## src/rtl/tdm_alaw_port.sv

```systemverilog
module tdm_alaw_port #(
  parameter int SLOTS  = 32,
  parameter int WORD_W = 16
) (
  input  logic                       clk,
  input  logic                       rst_n,
  input  logic                       src_clk,
  input  logic                       fs_n,
  input  logic                       rx_d,
  output logic                       tx_d,
  output logic                       bclk,
  output logic                       rx_valid,
  output logic [$clog2(SLOTS)-1:0]   rx_slot,
  output logic [WORD_W-1:0]          rx_word,
  input  logic                       tx_wr,
  input  logic [WORD_W-1:0]          tx_word,
  output logic                       tx_take,
  output logic [$clog2(SLOTS)-1:0]   tx_slot
);
  localparam int SLOT_W = $clog2(SLOTS);
  localparam int POS_W  = SLOT_W + 3;
  localparam logic [7:0] IDLE = 8'hD5;

  function automatic logic [15:0] alaw_dec(input logic [7:0] c);
    logic [7:0]  x;
    logic [15:0] t;
    x = c ^ 8'h55;
    if (x[6:4] == 3'd0) t = {8'd0, x[3:0], 4'h8};
    else t = {7'd0, 1'b1, x[3:0], 4'h8} << (x[6:4] - 3'd1);
    return x[7] ? t : -t;
  endfunction

  function automatic logic [7:0] alaw_enc(input logic [15:0] w);
    logic [12:0] v;
    logic [11:0] m;
    logic [2:0]  sg;
    logic [3:0]  mt;
    v  = w[15:3];
    m  = v[12] ? ~v[11:0] : v[11:0];
    sg = 3'd0;
    for (int k = 5; k < 12; k++) if (m[k]) sg = 3'(k - 4);
    mt = (sg == 3'd0) ? m[4:1] : 4'(m >> sg);
    return {~v[12], sg, mt} ^ 8'h55;
  endfunction

  logic [2:0] src_s;
  logic [POS_W-1:0] pos;
  logic       locked;
  logic [6:0] rx_sh;
  logic [7:0] tx_sh;
  logic       tx_full;
  logic [WORD_W-1:0] tx_hold;

  wire src_fall = src_s[2] & ~src_s[1];
  wire smp_ev   = src_fall & ~bclk;
  wire drv_ev   = src_fall & bclk;
  wire [POS_W-1:0] pos_now = !fs_n ? '0 : pos + 1'b1;
  wire [POS_W-1:0] pos_nx  = pos + 1'b1;
  wire slot_start = drv_ev && (pos_nx[2:0] == 3'd0);
  wire [7:0] tx_byte = tx_full ? alaw_enc(tx_hold[15:0]) : IDLE;

  always_ff @(posedge clk) begin
    if (!rst_n) begin
      src_s <= 3'b000;
      bclk  <= 1'b0;
    end else begin
      src_s <= {src_s[1:0], src_clk};
      if (src_fall) bclk <= ~bclk;
    end
  end

  always_ff @(posedge clk) begin
    if (!rst_n) begin
      pos      <= '1;
      locked   <= 1'b0;
      rx_sh    <= '0;
      rx_valid <= 1'b0;
      rx_slot  <= '0;
      rx_word  <= '0;
    end else begin
      rx_valid <= 1'b0;
      if (smp_ev) begin
        pos   <= pos_now;
        rx_sh <= {rx_sh[5:0], rx_d};
        if (!fs_n) locked <= 1'b1;
        if (locked && pos_now[2:0] == 3'd7) begin
          rx_valid <= 1'b1;
          rx_slot  <= pos_now[POS_W-1:3];
          rx_word  <= WORD_W'(alaw_dec({rx_sh, rx_d}));
        end
      end
    end
  end

  always_ff @(posedge clk) begin
    if (!rst_n) begin
      tx_d    <= 1'b1;
      tx_sh   <= IDLE;
      tx_full <= 1'b0;
      tx_hold <= '0;
      tx_take <= 1'b0;
      tx_slot <= '0;
    end else begin
      tx_take <= 1'b0;
      if (slot_start) begin
        tx_sh   <= tx_byte;
        tx_d    <= tx_byte[7];
        tx_full <= 1'b0;
        tx_take <= 1'b1;
        tx_slot <= pos_nx[POS_W-1:3];
      end else if (drv_ev) begin
        tx_sh <= {tx_sh[6:0], 1'b0};
        tx_d  <= tx_sh[6];
      end
      if (tx_wr) begin
        tx_full <= 1'b1;
        tx_hold <= tx_word;
      end
    end
  end


  reset_quiet_chk: assert property (@(posedge clk) !rst_n |=> (!rx_valid && !tx_take));

  bclk_gap_chk: assert property (@(posedge clk) disable iff (!rst_n) !$stable(bclk) |=> $stable(bclk));

  rx_pulse_chk: assert property (@(posedge clk) disable iff (!rst_n) rx_valid |=> !rx_valid);

  rx_lsb_chk: assert property (@(posedge clk) disable iff (!rst_n) rx_valid |-> rx_word[2:0] == 3'd0);

  rx_edge_chk: assert property (@(posedge clk) disable iff (!rst_n) rx_valid |-> $rose(bclk));

  tx_edge_chk: assert property (@(posedge clk) disable iff (!rst_n) !$stable(tx_d) |-> $fell(bclk));

  take_edge_chk: assert property (@(posedge clk) disable iff (!rst_n) tx_take |-> $fell(bclk));
endmodule

```

## config.mk

```make
export PLATFORM = sky130hd
export DESIGN_NAME = tdm_alaw_port
export DESIGN_NICKNAME = d
export VERILOG_FILES = /design/src/rtl/tdm_alaw_port.sv
export SDC_FILE = /design/constraint.sdc
export NUM_CORES = 1
export LEC_CHECK = 0
export BUFFER_PORTS_ARGS = -buffer_cell sky130_fd_sc_hd__buf_2
export CAP_MARGIN = 20
export CELL_PAD_IN_SITES_DETAIL_PLACEMENT = 0
export CELL_PAD_IN_SITES_GLOBAL_PLACEMENT = 1
export CORE_UTILIZATION = 38
export DETAILED_ROUTE_END_ITERATION = 12
export PLACE_DENSITY_LB_ADDON = 0.12
export SYNTH_ARGS = -nofsm -noshare
export SYNTH_HDL_FRONTEND = slang
export SYNTH_SLANG_ARGS = --single-unit
```

## constraint.sdc

```tcl
create_clock -name clk -period 4.57 [get_ports clk]
set_clock_uncertainty 0.2 [all_clocks]
set_input_delay 0.6855 -clock clk [delete_from_list [all_inputs] [get_ports clk]]
set_output_delay 0.6855 -clock clk [all_outputs]
set_load 0.005 [all_outputs]
```

* Word-level counts from Yosys, hierarchy flattened
Index checks and enable logic that the tools add are counted. Widths: inputs -> output; s select.
Word-level totals: register bits 73, bits in latches 0, memory bits (writable) 0, ROM bits 0, bits of input ports 22, output and inout bits 30, logic and storage cells 64, memories kept 0
Cells by class: add/subtract/negate cells 3, $mul 0, divide/modulo/power cells 0, magnitude comparators 0, equal/unequal tests 1, shift operators 2, muxes and demuxes 24, bitwise gates (word level) 10, reductions and logical operators 10
Operator list (count):
- $mux 16 | 5
- $mux 3 | 6
- $mux 8 | 2
- $neg 16->16 | 1
- $shl 9x3->16 | 1
- $mux 7 | 2
- $mux 12 | 1
- $not 12->12 | 1
- $shr 12x3->4 | 1
- $logic_not 3->1 | 3
- $add 8x1->8 const B | 1
- $not 4->4 | 2
- $mux 1 | 7
- $reduce_and 2->1 | 3
- $mux 4 | 1
- $not 1->1 | 4
- $reduce_bool 2->1 | 2
- $and 1x1->1 | 3
- $eq 3x3->1 const B | 1
- $sub 3x1->3 const B | 1
- $logic_and 1x1->1 | 2

* Longest topological paths before layout
Gate-level depths: netlist of the first run.
depth in word-level cells 14, depth in mapped cells 14, gate-level depth less buffers 13

* Least setup slack after synthesis of the first run
No wires, ideal clock.
path type register -> register, start reg rx_sh[3], end reg rx_word[11], arrival 2506 ps, data required time 4294 ps, slack 1789 ps, cell stages (with the launch flop) 14, buffers on the path 3, cell sequence dfxtp_1 buf_2 inv_1 ha_1 clkbuf_1 clkbuf_1 o22a_1 ha_1 o21ai_0 a21oi_1 a41oi_1 xnor2_1 nand2_1 a21boi_0
Between the ends: longest elaborated chain between the ends 9, elaborated cells on any way between the ends 10
RTL lines:
- from (decl) | RTL line 49 | logic [6:0] rx_sh;
- from (signal assigned) | RTL line 84 | rx_sh <= {rx_sh[5:0], rx_d};
- $not 4->4 (no line) *
- $sub 3x1->3 | RTL line 29 | else t = {7'd0, 1'b1, x[3:0], 4'h8} << (x[6:4] - 3'd1);
- $shl 9x3->16 | RTL line 29
- $mux 16 * | RTL line 28 | if (x[6:4] == 3'd0) t = {8'd0, x[3:0], 4'h8};
- $mux 16 * | RTL line 86 | if (locked && pos_now[2:0] == 3'd7) begin
- $mux 16 * | RTL line 82 | if (smp_ev) begin
- $mux 16 * | RTL line 73 | if (!rst_n) begin
- $neg 16->16 | RTL line 30 | return x[7] ? t : -t;
- $mux 16 * | RTL line 30
- to (signal assigned) | RTL line 89 | rx_word <= WORD_W'(alaw_dec({rx_sh, rx_d}));
- to (decl) | RTL line 14 | output logic [WORD_W-1:0] rx_word,
Every way passes the cells marked *; elsewhere a longest branch is shown, timed or not. The select of a mux whose other input is x is not followed. A chain may end at the register's enable or synchronous reset.

* Worst setup path after layout of the first run
Ends and elaborated chain as after synthesis.

==> flow_summary.toml, run 1 <==
[status]
status = "finished clean"

[grt]
grt_usage_pct = 21.1
grt_pass1_wl_mm = 19.7
grt_max_degree = 44
grt_pass1_vias = 3862
antenna_found_initial = 0
grt_overflow = 0

[setup_path]
cp-start-kind = "flip-flop"
cp_max_fo = 5
cp_top_family = "compound AO/OA/AOI/OAI gates"
regToRegSetupSlack_ps = 1370
timing.critical_path.cells = "inv_1, ha_1, nor2b_1, nor2_1, nor2_1, a31oi_1, ha_1, o21ai_0, a21oi_1, a41oi_1, xnor2_1, nand2_1, a21boi_0"
cp_num_buf_inv = 1
path_class = "flip-flop to flip-flop"
worstPathArrival_ps = 3250
cp-end-kind = "flip-flop"
cp-endpoint = "rx_word[11]"
worstSetupPathDepth = 13
slowest_delay_ps = 430
ff2ff_path_depth = 13
critPathSlowestCell = "dfxtp_1"
required_ps = 4620
critPathLaunch = "rx_sh[3]"
r2r-start = "rx_sh[3]"
rr_endpoint = "rx_word[11]"

[layout]
fill_cells = 1142
stdcell_count = 718
n_antenna_cell = 0
nets = 601
final_util_pct = 44.6
design_area_um2 = 4940
drive_gt1_share_pct = 14.2
area_growth_pct = 11.9

[synth]
synth-seq-cells = 67
synth.most_common_cell = "nand2_1"
synth_common_cells = "nand2_1, dfxtp_1, nor2_1, clkbuf_1, nor2b_1"
async_flop_share_pct = 0
synth-edff-count = 0
synth_flop_cell = "dfxtp_1"
yosys.cell_types.count = 69
yosysSeqAreaShare_pct = 30.4
yosys-top-cells-area = "dfxtp_1, nand2_1, mux2i_1"
synth_top_area_cell = "dfxtp_1"
synthCells = 563
avgSynthCellArea_um2 = 7.84
syn_area_um2 = 4410
synth_top_area_share_pct = 30.4
yosysWarnings = 0

[pwr]
ir_worst_vdd_v = 0.000169
p_leak_nw = 2.10
total_power_mw = 1.51
intPower_mw = 1.10
p_clk_share_pct = 46.5
p_switching_mw = 0.412
p_per_area_nw_per_um2 = 306
seqPwrFrac_pct = 41.7
p_comb_share_pct = 11.8
swShare_pct = 27.3

[cts]
cts_resized = 0
numCtsBuffers = 9
cts_buffer_depth = 2
cts_setup_buffers = 0
clk_latency_ps = 330
ctsRootBufferMaster = "clkbuf_16"
numClockSinks = 67
clk_pin_slew_ps = 60
cts_hold_buf = 0
tritoncts = "yes"
cts_htree_levels = 3

[timing]
post-route-period-util_pct = 70.0
rsz0062_at_grt = "no"
finalSetupViolCount = 0
slew_headroom_pct = 32.2
fmaxAchievable_mhz = 313
finalCriticalPeriod_ps = 3200
final-max-slew-violation-count = 0
totalNegativeSetupSlack_ps = 0
tightestPinTransition_ps = 1020
hold_viol_final = 0

[floorplan]
io_pins = 52
start_util_pct = 39.8
num_rows = 38
fp.dieArea_um2 = 12100
fp.dieH_um = 110
die_w_um = 110
core_area_um2 = 11100

[drt]
drc = 0
first_iter_violations = 288
vias_per_cell = 5.72
firstDrtPassIters = 4
vias = 4109
wirelength_mm = 11.9
wire_per_inst_um = 16.6
antenna_left = 0

[placement]
gp_congestion = 0.843
numPortBuffers = 45
hpwlAfterDp_mm = 8.23
place_area_um2 = 4640
dp_cells = 702

[hold_path]
hp-class = "flip-flop to flip-flop"
holdPathStages = 1

[flow_run]
max_cap_viol_count = 0
-- worst min-delay path by stage --
stage / start / to / slack (ps)
6_report: src_s[1] / src_s[2] / 240
3_3_place_gp: src_s[1] / src_s[2] / 230
3_5_place_dp: src_s[1] / src_s[2] / 230
5_1_grt: src_s[1] / src_s[2] / 270
2_1_floorplan: src_s[0] / src_s[1] / 210
4_1_cts: src_s[1] / src_s[2] / 250
-- layer usage --
metal / up-vias / global-route usage [%] / part of all wire (%)
met5: - / 0 / 0
met2: 86 / 35.3 / 47
met1: 1969 / 26.6 / 46
met4: 0 / 9.90 / 3.1
met3: 25 / 3.02 / 3.5
li1: 2029 / - / -
-- area by class of cell --
cell class | count | area, um^2 | area share (%)
clock buffers | 9 | 225 | 4.56
clock inverters | 7 | 75.1 | 1.52
inverters | 12 | 45.0 | 0.912
multi-input cells | 432 | 2810 | 56.8
flip-flops and latches | 67 | 1340 | 27.1
well taps | 140 | 175 | 3.55
repair buffers | 51 | 270 | 5.47
-- sequential cells by signal, summed over array words and instances, names as in the netlist --
name      cells
rx_word      13
bclk          1
rx_valid      1
pos           8
tx_take       1
rx_sh         7
tx_full       1
tx_d          1
src_s         3
rx_slot       5
tx_sh         7
tx_hold      13
tx_slot       5
locked        1
-- cell usage in the layout, fill, tap and decap left out, types with 13 or more instances in the layout --
master and instances:
a21boi_0 17, dfxtp_1 67, nor2b_1 24, a21oi_1 13, o21ai_0 20, nand2_1 87
mux2i_1 21, nor2_1 38, buf_2 45, nand3_1 16
-- metrics by stage --
step                      hold slack, ps  worst slack [ps]
after CTS                            250              1330
final                                243              1370
after floorplan                      212              1790
after global routing                 272              1080
after global placement               231              1380
after detailed placement             231              1370
-- cell families after synthesis --
logic type | synth area share (%)
simple gates | 26.4
compound gates | 25.5
mux | 5.84
other cells | 0.0850
fa+ha+maj | 1.70
buf+inv | 6.35
xor+xnor | 3.77
flops | 30.4
-- power by group through the flow --
stage               Combinational, mW  Sequential [mW]  Clock, mW
detailed placement              0.179            0.642          0
finish                          0.179            0.630      0.703
global route                    0.199            0.632      0.744
global placement                0.177            0.642          0
floorplan                       0.158            0.616          0
CTS                             0.180            0.629      0.722
No activity file was read; power rests on OpenSTA's default activity.
==> run 2, diff against run 1 <==
Clock period 4.57 ns to 3.2 ns, I/O delays scaled along.
==> run 2 against run 1 <==
Routed wire length fell by 1.9%. Sequential share of layout area fell by 0.54 points. Global-route usage fell by 0.34 points. Sequential power rose by 40%. Flip-flop and latch count did not move.
==> flow_summary.toml, run 2 (synthesis results as in run 1) <==
[cts]
clk_latency_ps = 340
clk_pin_slew_ps = 60
cts_htree_levels = 3
ctsRootBufferMaster = "clkbuf_16"
numClockSinks = 67
tritoncts = "yes"
cts_buffer_depth = 2
numCtsBuffers = 9

[drt]
first_iter_violations = 198
drc = 0
antenna_left = 0
firstDrtPassIters = 4
vias = 4126
wirelength_mm = 11.7
vias_per_cell = 5.65
wire_per_inst_um = 16.1

[grt]
grt_pass1_wl_mm = 19.5
grt_usage_pct = 20.8
antenna_found_initial = 0
grt_overflow = 0
grt_max_degree = 38
grt_pass1_vias = 3838

[timing]
fmaxAchievable_mhz = 339
layout_setup_ws_ps = 253
finalCriticalPeriod_ps = 2950
tightestPinTransition_ps = 898
finalSetupViolCount = 0
slew_headroom_pct = 40.1
post-route-period-util_pct = 92.1
final-max-slew-violation-count = 0
totalNegativeSetupSlack_ps = 0
hold_viol_final = 0
rsz0062_at_grt = "no"

[layout]
fill_cells = 1144
n_antenna_cell = 0
final_common_cell = "nand2_1"
nets = 613
reg_top3 = "rx_word (13), tx_hold (13), pos (8)"
area_growth_pct = 14.2
drive_gt1_share_pct = 16.1
final_cell_mix = "nand2_1, dfxtp_1, buf_2"
final_util_pct = 45.5

[pwr]
swShare_pct = 27.7
p_switching_mw = 0.607
ir_worst_vdd_v = 0.000245
p_leak_nw = 2.16
seqPwrFrac_pct = 40.4
intPower_mw = 1.58
p_clk_share_pct = 47.0
total_power_mw = 2.19
p_per_area_nw_per_um2 = 434
p_comb_share_pct = 12.7

[setup_path]
cp-end-kind = "flip-flop"
required_ps = 3200
regToRegSetupSlack_ps = 250
path_class = "flip-flop to flip-flop"
cp-start-kind = "flip-flop"
cp_max_fo = 6
worstPathArrival_ps = 2950

[floorplan]
io_pins = 52
die_w_um = 110
num_rows = 38
core_area_um2 = 11100
start_util_pct = 39.8
fp.dieArea_um2 = 12100
fp.dieH_um = 110

[status]
status = "finished clean"

[placement]
place_ws_ps = 203
gp_congestion = 0.861
numPortBuffers = 45
hpwlAfterDp_mm = 8.35

[flow_run]
max_cap_viol_count = 0

[hold_path]
hp-class = "input port to flip-flop"
run 2: repair_timing:
action,in CTS,in global routing
endpoints found under the hold margin,0,0
buffers inserted,0,0
resized for setup,0,1
endpoints found under the setup margin,0,3
hold buffers,0,0
run 2: routing by layer:
| layer | track usage, % | share of wire [%] | vias to the layer above |
|---|---|---|---|
| met3 | 3.97 | 3.6 | 21 |
| met1 | 26.6 | 46 | 1965 |
| met4 | 8.95 | 2.3 | 0 |
| met2 | 33.7 | 48 | 88 |
| li1 | - | - | 2052 |
| met5 | 0 | 0 | - |
run 2: worst paths after layout:
| kind | end | startpoint | cells after the start |
|---|---|---|---|
| min | src_s[0] | src_clk | 2 |
| min reg2reg | src_s[2] | src_s[1] | 1 |
| max reg2reg | rx_word[13] | rx_sh[3] | 12 |
| max | rx_word[13] | rx_sh[3] | 12 |
run 2: power groups by stage:
stage | registers, mW | clock network (mW) | logic, mW
global route | 0.887 | 1.08 | 0.306
detailed placement | 0.902 | 0 | 0.276
global placement | 0.902 | 0 | 0.275
finish | 0.884 | 1.03 | 0.277
CTS | 0.884 | 1.06 | 0.277
floorplan | 0.880 | 0 | 0.225
run 2: metrics by stage:
step | std cells | area (um^2) | hold WS (ps)
after floorplan | 565 | 4420 | 212
after global placement | 714 | 4730 | 232
after detailed placement | 714 | 4730 | 238
after CTS | 730 | 5040 | 153
after global routing | 730 | 5040 | 161
final | 730 | 5040 | 167
run 2: worst max-delay path: stages, from the launching register on:
cell and delay, ps:
dfxtp_1 430, inv_1 140, ha_1 280, nor2b_1 160, nor2_1 100, nor2_1 50
a31oi_1 330, ha_1 230, o21ai_0 150, a21oi_2 220, nand4_1 110, nor3_1 300
o41ai_1 120
run 2: layout make-up:
cell class	instances	area, um^2	share of cell area (%)
sequential	67	1340	26.6
timing repair buffer	63	360	7.15
inverter	12	45.0	0.894
multi-input combinational	432	2810	55.8
tap	140	175	3.47
clock inverter	7	81.3	1.61
clock buffer	9	225	4.47
